[src/rtl/adc_seq_pkg.sv]
package adc_seq_pkg;

  typedef enum logic [2:0] {
    ST_IDLE   = 3'd0,
    ST_WAKE   = 3'd1,
    ST_HOLD   = 3'd2,
    ST_LAUNCH = 3'd3,
    ST_WAIT   = 3'd4
  } seq_state_e;

  localparam int unsigned LOW_DROP = 2;

endpackage

[src/rtl/adc_tick_gen.sv]
module adc_tick_gen #(
  parameter int unsigned PRE_W = 6
) (
  input  logic             clk,
  input  logic             rst_n,
  input  logic             srst,
  input  logic             run,
  input  logic [PRE_W-1:0] prescale,
  output logic             tick
);
  localparam int unsigned CNT_W = PRE_W + 1;

  logic [CNT_W-1:0] cnt_q, cnt_d;
  logic [CNT_W-1:0] last_cnt;

  // (prescale+1)*2 - 1 == 2*prescale + 1
  assign last_cnt = {prescale, 1'b1};
  assign tick     = run && (cnt_q == last_cnt);

  always_comb begin
    cnt_d = cnt_q;
    if (srst || !run || tick) cnt_d = '0;
    else                      cnt_d = cnt_q + 1'b1;
  end

  always_ff @(posedge clk or negedge rst_n) begin
    if (!rst_n) cnt_q <= '0;
    else        cnt_q <= cnt_d;
  end
endmodule

[src/rtl/adc_trig_pick.sv]
module adc_trig_pick #(
  parameter int unsigned N_TMR = 6,
  parameter int unsigned SEL_W = 3
) (
  input  logic             clk,
  input  logic             rst_n,
  input  logic             srst,
  input  logic             trig_en,
  input  logic [SEL_W-1:0] trig_sel,
  input  logic [N_TMR-1:0] tmr_trig,
  input  logic             ext_trig,
  output logic             fire
);
  localparam int unsigned N_SRC = 1 << SEL_W;

  logic             ext_s1_q, ext_s2_q;
  logic             prev_q;
  logic [N_SRC-1:0] src_vec;
  logic             src;

  for (genvar i = 0; i < N_SRC; i++) begin : g_src
    if (i < N_TMR) begin : g_tmr
      assign src_vec[i] = tmr_trig[i];
    end else if (i == N_TMR) begin : g_ext
      assign src_vec[i] = ext_s2_q;
    end else begin : g_none
      assign src_vec[i] = 1'b0;
    end
  end

  assign src  = src_vec[trig_sel];
  assign fire = trig_en && src && !prev_q;

  always_ff @(posedge clk or negedge rst_n) begin
    if (!rst_n) begin
      ext_s1_q <= 1'b0;
      ext_s2_q <= 1'b0;
      prev_q   <= 1'b0;
    end else if (srst) begin
      ext_s1_q <= 1'b0;
      ext_s2_q <= 1'b0;
      prev_q   <= 1'b0;
    end else begin
      ext_s1_q <= ext_trig;
      ext_s2_q <= ext_s1_q;
      prev_q   <= src;
    end
  end
endmodule

[src/rtl/adc_seq_fsm.sv]
module adc_seq_fsm
  import adc_seq_pkg::*;
#(
  parameter int unsigned N_CH   = 8,
  parameter int unsigned DATA_W = 10,
  parameter int unsigned SU_W   = 5,
  parameter int unsigned SH_W   = 4,
  localparam int unsigned CH_W  = $clog2(N_CH)
) (
  input  logic              clk,
  input  logic              rst_n,
  input  logic              srst,
  input  logic              go,
  input  logic              tick,
  input  logic              cfg_sleep,
  input  logic              cfg_low_res,
  input  logic [SU_W-1:0]   cfg_startup,
  input  logic [SH_W-1:0]   cfg_shtime,
  input  logic [N_CH-1:0]   ch_enable,
  input  logic              cv_done,
  input  logic [DATA_W-1:0] cv_data,
  output logic              run,
  output logic              cv_start,
  output logic [CH_W-1:0]   cv_chan,
  output logic              res_valid,
  output logic [CH_W-1:0]   res_chan,
  output logic [DATA_W-1:0] res_data,
  output logic              res_low_res,
  output logic              eoc_clear,
  output logic              busy,
  output logic              powered
);
  localparam int unsigned WAIT_W = ((SU_W + 3) > SH_W) ? (SU_W + 3) : SH_W;

  seq_state_e        state_q, state_d;
  logic [N_CH-1:0]   pend_q, pend_d, pend_nx;
  logic [CH_W-1:0]   chan_q, chan_d;
  logic              warm_q, warm_d;
  logic [WAIT_W-1:0] wcnt_q, wcnt_d;
  logic              lr_q, lr_d;
  logic              resv_q, resv_d;
  logic [CH_W-1:0]   rch_q, rch_d;
  logic [DATA_W-1:0] rdat_q, rdat_d;
  logic              rlr_q, rlr_d;
  logic              eoc_q, eoc_d;
  logic [WAIT_W-1:0] wake_last, hold_last;

  function automatic logic [CH_W-1:0] lowest(input logic [N_CH-1:0] m);
    logic [CH_W-1:0] idx;
    idx = '0;
    for (int i = N_CH - 1; i >= 0; i--) begin
      if (m[i]) idx = CH_W'(i);
    end
    return idx;
  endfunction

  function automatic logic [DATA_W-1:0] shape(input logic [DATA_W-1:0] v, input logic low);
    return low ? (v >> LOW_DROP) : v;
  endfunction

  // (startup+1)*8 - 1 == 8*startup + 7
  assign wake_last = WAIT_W'({cfg_startup, 3'b111});
  assign hold_last = WAIT_W'(cfg_shtime);
  assign pend_nx   = pend_q & ~(N_CH'(1) << chan_q);

  always_comb begin
    state_d = state_q;
    pend_d  = pend_q;
    chan_d  = chan_q;
    warm_d  = warm_q;
    wcnt_d  = wcnt_q;
    lr_d    = lr_q;
    resv_d  = 1'b0;
    rch_d   = rch_q;
    rdat_d  = rdat_q;
    rlr_d   = rlr_q;
    eoc_d   = 1'b0;
    unique case (state_q)
      ST_IDLE: begin
        if (cfg_sleep) warm_d = 1'b0;
        if (go) begin
          eoc_d = 1'b1;
          if (|ch_enable) begin
            pend_d  = ch_enable;
            chan_d  = lowest(ch_enable);
            lr_d    = cfg_low_res;
            wcnt_d  = '0;
            state_d = (cfg_sleep || !warm_q) ? ST_WAKE : ST_HOLD;
          end
        end
      end
      ST_WAKE: begin
        if (tick) begin
          if (wcnt_q == wake_last) begin
            wcnt_d  = '0;
            warm_d  = 1'b1;
            state_d = ST_HOLD;
          end else begin
            wcnt_d = wcnt_q + 1'b1;
          end
        end
      end
      ST_HOLD: begin
        if (tick) begin
          if (wcnt_q == hold_last) begin
            wcnt_d  = '0;
            state_d = ST_LAUNCH;
          end else begin
            wcnt_d = wcnt_q + 1'b1;
          end
        end
      end
      ST_LAUNCH: state_d = ST_WAIT;
      ST_WAIT: begin
        if (cv_done) begin
          resv_d = 1'b1;
          rch_d  = chan_q;
          rdat_d = shape(cv_data, lr_q);
          rlr_d  = lr_q;
          pend_d = pend_nx;
          if (pend_nx == '0) begin
            state_d = ST_IDLE;
          end else begin
            chan_d  = lowest(pend_nx);
            state_d = ST_HOLD;
          end
        end
      end
      default: state_d = ST_IDLE;
    endcase
    if (srst) begin
      state_d = ST_IDLE;
      pend_d  = '0;
      chan_d  = '0;
      warm_d  = 1'b0;
      wcnt_d  = '0;
      lr_d    = 1'b0;
      resv_d  = 1'b0;
      rch_d   = '0;
      rdat_d  = '0;
      rlr_d   = 1'b0;
      eoc_d   = 1'b0;
    end
  end

  always_ff @(posedge clk or negedge rst_n) begin
    if (!rst_n) begin
      state_q <= ST_IDLE;
      pend_q  <= '0;
      chan_q  <= '0;
      warm_q  <= 1'b0;
      wcnt_q  <= '0;
      lr_q    <= 1'b0;
      resv_q  <= 1'b0;
      rch_q   <= '0;
      rdat_q  <= '0;
      rlr_q   <= 1'b0;
      eoc_q   <= 1'b0;
    end else begin
      state_q <= state_d;
      pend_q  <= pend_d;
      chan_q  <= chan_d;
      warm_q  <= warm_d;
      wcnt_q  <= wcnt_d;
      lr_q    <= lr_d;
      resv_q  <= resv_d;
      rch_q   <= rch_d;
      rdat_q  <= rdat_d;
      rlr_q   <= rlr_d;
      eoc_q   <= eoc_d;
    end
  end

  assign run         = (state_q == ST_WAKE) || (state_q == ST_HOLD);
  assign cv_start    = (state_q == ST_LAUNCH);
  assign cv_chan     = chan_q;
  assign res_valid   = resv_q;
  assign res_chan    = rch_q;
  assign res_data    = rdat_q;
  assign res_low_res = rlr_q;
  assign eoc_clear   = eoc_q;
  assign busy        = (state_q != ST_IDLE);
  assign powered     = !(cfg_sleep && (state_q == ST_IDLE));
endmodule

[src/rtl/adc_seq_ctrl.sv]
module adc_seq_ctrl #(
  parameter int unsigned N_CH   = 8,
  parameter int unsigned DATA_W = 10,
  parameter int unsigned N_TMR  = 6,
  parameter int unsigned SEL_W  = 3,
  parameter int unsigned PRE_W  = 6,
  parameter int unsigned SU_W   = 5,
  parameter int unsigned SH_W   = 4
) (
  input  logic                     clk,
  input  logic                     rst_n,
  input  logic                     soft_reset,
  input  logic                     start_req,
  input  logic                     cfg_trig_en,
  input  logic [SEL_W-1:0]         cfg_trig_sel,
  input  logic                     cfg_low_res,
  input  logic                     cfg_sleep,
  input  logic [PRE_W-1:0]         cfg_prescale,
  input  logic [SU_W-1:0]          cfg_startup,
  input  logic [SH_W-1:0]          cfg_shtime,
  input  logic [N_CH-1:0]          ch_enable,
  input  logic [N_TMR-1:0]         tmr_trig,
  input  logic                     ext_trig,
  input  logic                     cv_done,
  input  logic [DATA_W-1:0]        cv_data,
  output logic                     cv_start,
  output logic [$clog2(N_CH)-1:0]  cv_chan,
  output logic                     res_valid,
  output logic [$clog2(N_CH)-1:0]  res_chan,
  output logic [DATA_W-1:0]        res_data,
  output logic                     res_low_res,
  output logic                     eoc_clear,
  output logic                     busy,
  output logic                     powered
);
  logic hw_fire;
  logic go;
  logic tick;
  logic run;

  assign go = start_req || hw_fire;

  adc_trig_pick #(
    .N_TMR (N_TMR),
    .SEL_W (SEL_W)
  ) u_trig (
    .clk      (clk),
    .rst_n    (rst_n),
    .srst     (soft_reset),
    .trig_en  (cfg_trig_en),
    .trig_sel (cfg_trig_sel),
    .tmr_trig (tmr_trig),
    .ext_trig (ext_trig),
    .fire     (hw_fire)
  );

  adc_tick_gen #(
    .PRE_W (PRE_W)
  ) u_tick (
    .clk      (clk),
    .rst_n    (rst_n),
    .srst     (soft_reset),
    .run      (run),
    .prescale (cfg_prescale),
    .tick     (tick)
  );

  adc_seq_fsm #(
    .N_CH   (N_CH),
    .DATA_W (DATA_W),
    .SU_W   (SU_W),
    .SH_W   (SH_W)
  ) u_fsm (
    .clk         (clk),
    .rst_n       (rst_n),
    .srst        (soft_reset),
    .go          (go),
    .tick        (tick),
    .cfg_sleep   (cfg_sleep),
    .cfg_low_res (cfg_low_res),
    .cfg_startup (cfg_startup),
    .cfg_shtime  (cfg_shtime),
    .ch_enable   (ch_enable),
    .cv_done     (cv_done),
    .cv_data     (cv_data),
    .run         (run),
    .cv_start    (cv_start),
    .cv_chan     (cv_chan),
    .res_valid   (res_valid),
    .res_chan    (res_chan),
    .res_data    (res_data),
    .res_low_res (res_low_res),
    .eoc_clear   (eoc_clear),
    .busy        (busy),
    .powered     (powered)
  );
endmodule

[config.mk]
export PLATFORM = sky130hd
export DESIGN_NAME = adc_seq_ctrl
export DESIGN_NICKNAME = d
export VERILOG_FILES = /design/src/rtl/adc_seq_pkg.sv /design/src/rtl/adc_tick_gen.sv /design/src/rtl/adc_trig_pick.sv /design/src/rtl/adc_seq_fsm.sv /design/src/rtl/adc_seq_ctrl.sv
export SDC_FILE = /design/constraint.sdc
export NUM_CORES = 1
export LEC_CHECK = 0
export ABC_AREA = 1
export CORE_UTILIZATION = 47
export CTS_BUF_LIST = sky130_fd_sc_hd__clkbuf_4 sky130_fd_sc_hd__clkbuf_8
export CTS_CLUSTER_SIZE = 24
export DETAILED_ROUTE_END_ITERATION = 10
export GPL_ROUTABILITY_DRIVEN = 0
export PLACE_DENSITY = 0.8
export SYNTH_ARGS = -nofsm -noshare
export SYNTH_HDL_FRONTEND = slang
export SYNTH_SLANG_ARGS = --single-unit
[constraint.sdc]
create_clock -name clk -period 1.6 [get_ports clk]
set_input_delay 0.16 -clock clk [delete_from_list [all_inputs] [get_ports clk]]
set_output_delay 0.16 -clock clk [all_outputs]
set_load 0.02 [all_outputs]
### Word-level counts from Yosys, hierarchy flattened

Index checks and enable logic that the tools add are counted.

| word-level totals | value |
|---|---|
| flip-flop bits (word level) | 50 |
| bits of input ports | 51 |
| output and inout bits | 22 |
| logic and storage cells | 146 |

| operators by class | value |
|---|---|
| $add $sub $neg | 2 |
| magnitude comparators | 1 |
| eq/ne operators | 16 |
| shifts and indexed selects | 1 |
| muxes and demuxes | 77 |
| bitwise operators | 2 |
| reductions and logical operators | 32 |

Operator list:

| cell | number |
|---|---|
| 2-to-1 mux 3 bit | 32 |
| 2-to-1 mux 8 bit | 11 |
| 2-to-1 mux 10 bit | 4 |
| case mux 8 bit (3 select lines) | 1 |
| 2-to-1 mux 1 bit | 21 |
| != test 3 bit, second input constant | 6 |
| case mux 8 bit (2 select lines) | 1 |
| case mux 3 bit (5 select lines) | 1 |
| AND reduction 5 bit | 2 |
| nonzero test 2 bit | 5 |
| != test 3 x 2 -> 1 bit, second input constant | 3 |
| nonzero test 3 bit | 3 |
| adder 8 x 1 -> 8 bit, second input constant | 1 |
| bitwise AND 8 bit | 1 |
| == test 8 x 4 -> 1 bit | 1 |
| == test 8 bit | 1 |
| zero test 8 bit | 1 |
| NOT 8 bit | 1 |
| AND reduction 4 bit | 2 |
| OR reduction 8 bit | 1 |
| left shift 1 x 3 -> 8 bit, first input constant | 1 |
| adder 7 x 1 -> 7 bit, second input constant | 1 |
| == test 7 bit | 1 |
| 2-to-1 mux 7 bit | 1 |
| 16 further kinds | 28 |

### Depth between registers and ports, before layout

| depth | value |
|---|---|
| depth in word-level cells | 15 |
| depth in mapped cells | 13 |
| gate-level depth less buffers | 13 |

### Hierarchy

A second synthesis with hierarchy kept.

| unflattened totals | value |
|---|---|
| cells, all modules | 446 |
| area, all modules | 3229.3 um2 |

By module, submodules not included:

| module | instances | cells each | area an instance (um2) | seq. area each (um2) |
|---|---|---|---|---|
| adc_seq_fsm | 1 | 336 | 2528.7 | 1001.0 |
| adc_tick_gen | 1 | 74 | 494.2 | 175.2 |
| adc_trig_pick | 1 | 33 | 195.2 | 75.1 |
| adc_seq_ctrl | 1 | 3 | 11.3 | 0.0 |

### Least setup slack after synthesis

No wires, ideal clock.

| timing path | value |
|---|---|
| path kind | register -> register |
| start | register u_fsm.wcnt_q[0] |
| end | register u_fsm.warm_q |
| setup time | 0.116 ns |
| arrival time | 1.406 ns |
| required time | 1.484 ns |
| slack | 0.077 ns |
| cell stages (with the launch flop) | 11 |
| path buffers | 0 |
| path through | dfrtp_1 ha_1 nand2_1 inv_1 o21ai_0 nor2_1 nand3_1 o21ai_1 nand3_1 nand2_1 nand2_1 |

| between the ends | value |
|---|---|
| cells in the longest elaborated chain, start to end | 3 |

Ends and longest elaborated chain:

| item | line | text |
|---|---|---|
| start, declared | adc_seq_fsm.sv:39 | `logic [WAIT_W-1:0] wcnt_q, wcnt_d;` |
| start signal, assigned | adc_seq_fsm.sv:164 | `wcnt_q <= wcnt_d;` |
| == test 8 bit | adc_seq_fsm.sv:94 | `if (wcnt_q == wake_last) begin` |
| != test 3 x 2 -> 1 bit (no line) | -- |  |
| AND reduction 4 bit (no line) | -- |  |
| end signal, assigned | adc_seq_fsm.sv:163 | `warm_q <= warm_d;` |
| end, declared | adc_seq_fsm.sv:38 | `logic warm_q, warm_d;` |

No other way between the ends.
A chain may end at the register's enable or synchronous reset.

### Worst setup path after layout

| timing path | value |
|---|---|
| start | register u_fsm.state_q[1] |
| end | register u_fsm.chan_q[1], in the netlist u_fsm.cv_chan[1] |

| between the ends | value |
|---|---|
| cells in the longest elaborated chain, start to end | 3 |
| elaborated cells between the ends (all ways) | 10 |
| those cells by class | eq/ne: 5; mux: 2; reduce/logical: 3 |

Ends and longest elaborated chain:

| item | line | text |
|---|---|---|
| start, declared | adc_seq_fsm.sv:35 | `seq_state_e state_q, state_d;` |
| start signal, assigned | adc_seq_fsm.sv:160 | `state_q <= state_d;` |
| == test 3 bit or zero test 3 bit (tied branches) | adc_seq_fsm.sv:78 | `unique case (state_q)` |
| != test 3 bit (no line) (tied with other cells) | -- |  |
| AND reduction 5 bit (no line) or 2-to-1 mux 3 bit (tied branches) | -- |  |
| end signal, assigned | adc_seq_fsm.sv:162 | `chan_q <= chan_d;` |
| end, declared | adc_seq_fsm.sv:37 | `logic [CH_W-1:0] chan_q, chan_d;` |

Parallel ways exist; a longest one is shown, timed or not.

==> results by group <==
Logic synthesis
  – Distinct cell type count after synthesis: 34
  – Synth Area in XOR/XNOR: 0.0274
  – Post-Syn Area per Cell: 6.99 um2
  – Simple-Gate Fraction of Synth Area: 0.335
  – Mapped Cells: 457
  – Most frequent cell after synthesis: nand2_1
  – Post-synth top flop: dfrtp_1
  – Top area cells in the synthesized netlist: dfrtp_1 39%, nand2_1 17%, inv_1 8.7%
  – Yosys top cell area share: 0.392
  – Synth Register Bits: 50
  – Post-synthesis adder-cell area fraction: 0.00783
  – Ys Warns: 0
  – Post-synth top cells: 141 x nand2_1, 74 x inv_1, 50 x dfrtp_1
  – Multiplexer share of the synthesized area: 0.0251
  – Mapped Area: 0.00319 mm2
  – Synth Area in Compound Gates: 0.106
  – Sequential area share after synthesis: 0.392
  – Largest family of logic cells by synthesized area: simple AND/OR/NAND/NOR gates
  – Async set or reset register ratio after synthesis: 1.00
  – Post-synth EDFFs: 0
  – Cell taking the most area after synthesis: dfrtp_1
  – Syn_nets: 510

Final layout
  – Nets: 643
  – Syn-to-layout area delta: 49.1%
  – # diodes: 0
  – Fillers: 475
  – Layout cells sized above 1: 0.239

Global route
  – Largest net degree at the start of global routing: 51
  – Grt ovf: 0
  – Gr usage total: 0.243
  – Vias in the first global route: 3,265
  – First-pass GRT wire length: 14,000 um
  – Initial antenna violation count: 0

Route
  – TritonRoute pass-1 iters: 8
  – Via density: 5.17
  – Drt initial violations: 126
  – DRT antenna net count: 0
  – WL final: 9040 um
  – Drt wl/cell: 13.5 um
  – Vias: 3,451
  – Residual DRC count: 12

Setup path
  – Critical Path Start Type: flop
  – CP dominant cell by count: nand2_1
  – CP max stage delay: 0.43 ns
  – Max FO, Critical Path: 5
  – WP data arrival: 1.89 ns
  – Worst path cell trace: nor2_4 > nand2_4 > nor2_4 > nand2_1 > nand2_2 > a21oi_4 > buf_6 > nand3b_1 > nand2_1 > nand2_1
  – CP max-delay cell: dfrtp_1
  – Worst Setup End Kind: flop
  – Worst Path Required: 1.85 ns
  – WS Path Type: reg2reg

Clocking
  – CTS tree: built
  – Clk_lat worst skew: 0.31 ns
  – Num CTS Buffers: 5
  – Clock transition at path regs: 0.10 ns
  – Clk buf depth: 2
  – TritonCTS Sinks: 50
  – Htree depth: 2
  – CTS Root Cell: clkbuf_8

Die
  – Initial core utilization: 0.495
  – Row cnt: 29
  – Core box area: 0.00646 mm2
  – I/O Pins: 73
  – Die W: 84.4 um
  – Die Span Y: 84.4 um
  – Die area: 0.00713 mm2

STA
  – Fmax: 609 MHz
  – Minimum clock period: 1.64 ns
  – Final TNS setup: -0.135 ns
  – Slew HR: 0.664
  – RSZ-0062 raised after global routing: true
  – Hold slack: 0.343 ns
  – Setup WS post-layout: -0.0433 ns
  – Clock Skew: 0.00812 ns
  – Ratio of final minimum period to clock period: 1.03
  – Slew Viols, Final: 0
  – Least-Margin Pin Slew: 0.505 ns
  – Fin. Hold Viols: 0
  – Final setup fails: 6

Hold path
  – Worst hold path class: in2async

Power and ir drop
  – Total power: 5.10 mW
  – P per Cell Area: 1070 mW/mm2
  – Peak VDD IR: 0.574 mV
  – Leakage: 2.36 nW

Placement
  – DP HPWL: 6350 um
  – Port Buf Inserts: 72

Outcome
  – Violated checks: DRC, setup timing
  – Run status: complete, but fails checks

Flow run
  – Max Cap Viol: 0
-- registers in the layout (all words and copies together) (netlist names) --
name / flops
u_tick.cnt_q: 7
u_fsm.res_low_res: 1
u_fsm.lr_q: 1
u_trig.ext_s2_q: 1
u_fsm.eoc_clear: 1
u_trig.prev_q: 1
u_fsm.state_q: 3
u_fsm.cv_chan: 3
u_fsm.res_valid: 1
u_fsm.wcnt_q: 8
u_fsm.pend_q: 8
u_fsm.res_chan: 3
u_fsm.res_data: 10
u_trig.ext_s1_q: 1
u_fsm.warm_q: 1
-- layout by cell type, fill, tap and decap left out, types with 3 or more instances in the layout --
master / count
a21oi_1: 8
nand3_2: 9
o21ai_0: 9
nand2_2: 10
dlygate4sd2_1: 3
nor2_4: 5
o21ai_2: 7
nand3_4: 4
buf_6: 7
nor2_2: 7
dfrtp_2: 3
a21oi_2: 4
inv_2: 9
clkbuf_8: 5
inv_1: 66
mux2i_1: 8
clkdlybuf4s50_1: 66
nand2_1: 131
xor2_1: 9
o22ai_1: 13
o21ai_1: 7
nor3_1: 3
buf_4: 52
nand3_1: 29
nor2_1: 38
dfrtp_1: 47
-- per-stage QoR --
| step | worst slack, ns | std cells | cell area, um2 | utilization |
|---|---|---|---|---|
| 2_1_floorplan | 0.0771 | 457 | 3190 | - |
| 4_1_cts | 0.00267 | 662 | 4570 | 0.708 |
| 3_3_place_gp | -0.193 | 649 | 4360 | 0.675 |
| 3_5_place_dp | -0.286 | 649 | 4360 | 0.675 |
| 5_1_grt | -0.124 | 668 | 4760 | 0.737 |
| 6_report | -0.0433 | 668 | 4760 | 0.737 |
-- power by group --
group          internal, mW  leakage [nW]  switching (mW)  total (mW)
logic                  1.15          1.64            1.43        2.58
registers              1.43         0.677           0.166        1.60
clock network         0.466        0.0504           0.455       0.921
total                  3.05          2.36            2.05        5.10
-- layout make-up --
class	instances	area (um2)	share of cell area
multi-input combinational	323	1790	0.375
sequential	50	1250	0.264
timing repair buffer	133	1220	0.255
inverter	77	294	0.0617
tap	77	96.3	0.0202
clock buffer	5	68.8	0.0145
clock inverter	3	45.0	0.00946
-- layer usage --
| layer | vias to the layer above | track usage | part of all wire |
|---|---|---|---|
| met5 | - | 0 | 0 |
| met4 | 0 | 0.0678 | 0.022 |
| met3 | 20 | 0.0265 | 0.050 |
| met2 | 111 | 0.445 | 0.51 |
| met1 | 1609 | 0.306 | 0.42 |
| li1 | 1711 | - | - |
-- cell families after synthesis --
logic type               Yosys count
multiplexers                       8
adder cells (fa/ha/maj)            2
flip-flops                        50
AND/OR/NAND/NOR                  247
XOR/XNOR                          10
AO/OA/AOI/OAI                     55
buffers and inverters             85
-- final timing paths --
| path | startpoint | endpoint | slack (ns) | cells past startpoint |
|---|---|---|---|---|
| worst max-delay path | u_fsm.state_q[1]$_DFFE_PN0P_ | u_fsm.cv_chan[1]$_DFFE_PN0P_ | -0.04 | 10 |
| worst min-delay path | rst_n | u_fsm.pend_q[3]$_DFFE_PN0P_ | 0.34 | 3 |
| worst max register to register | u_fsm.state_q[1]$_DFFE_PN0P_ | u_fsm.cv_chan[1]$_DFFE_PN0P_ | -0.04 | 10 |
| worst min register to register | u_tick.cnt_q[0]$_DFF_PN0_ | u_tick.cnt_q[0]$_DFF_PN0_ | 0.49 | 1 |
| max in group asynchronous | rst_n | u_fsm.cv_chan[1]$_DFFE_PN0P_ | 0.99 | 3 |
| min in group clk | ext_trig | u_trig.ext_s1_q$_DFF_PN0_ | 0.37 | 3 |
-- critical path, delay by kind of cell (launching register included) --
family	cells	cell delay, ns
flops	1	0.43
simple gates	8	0.98
compound gates	1	0.05
buf+inv	1	0.12
-- repair_timing --
action,CTS,global route
pin swaps,7,17
setup endpoints to repair,18,26
setup buffers,4,6
hold buffers,1,0
cloned,1,0
hold endpoints to repair,50,0
resized for setup,23,54
Note: power is estimated with default switching activity, not from simulation.
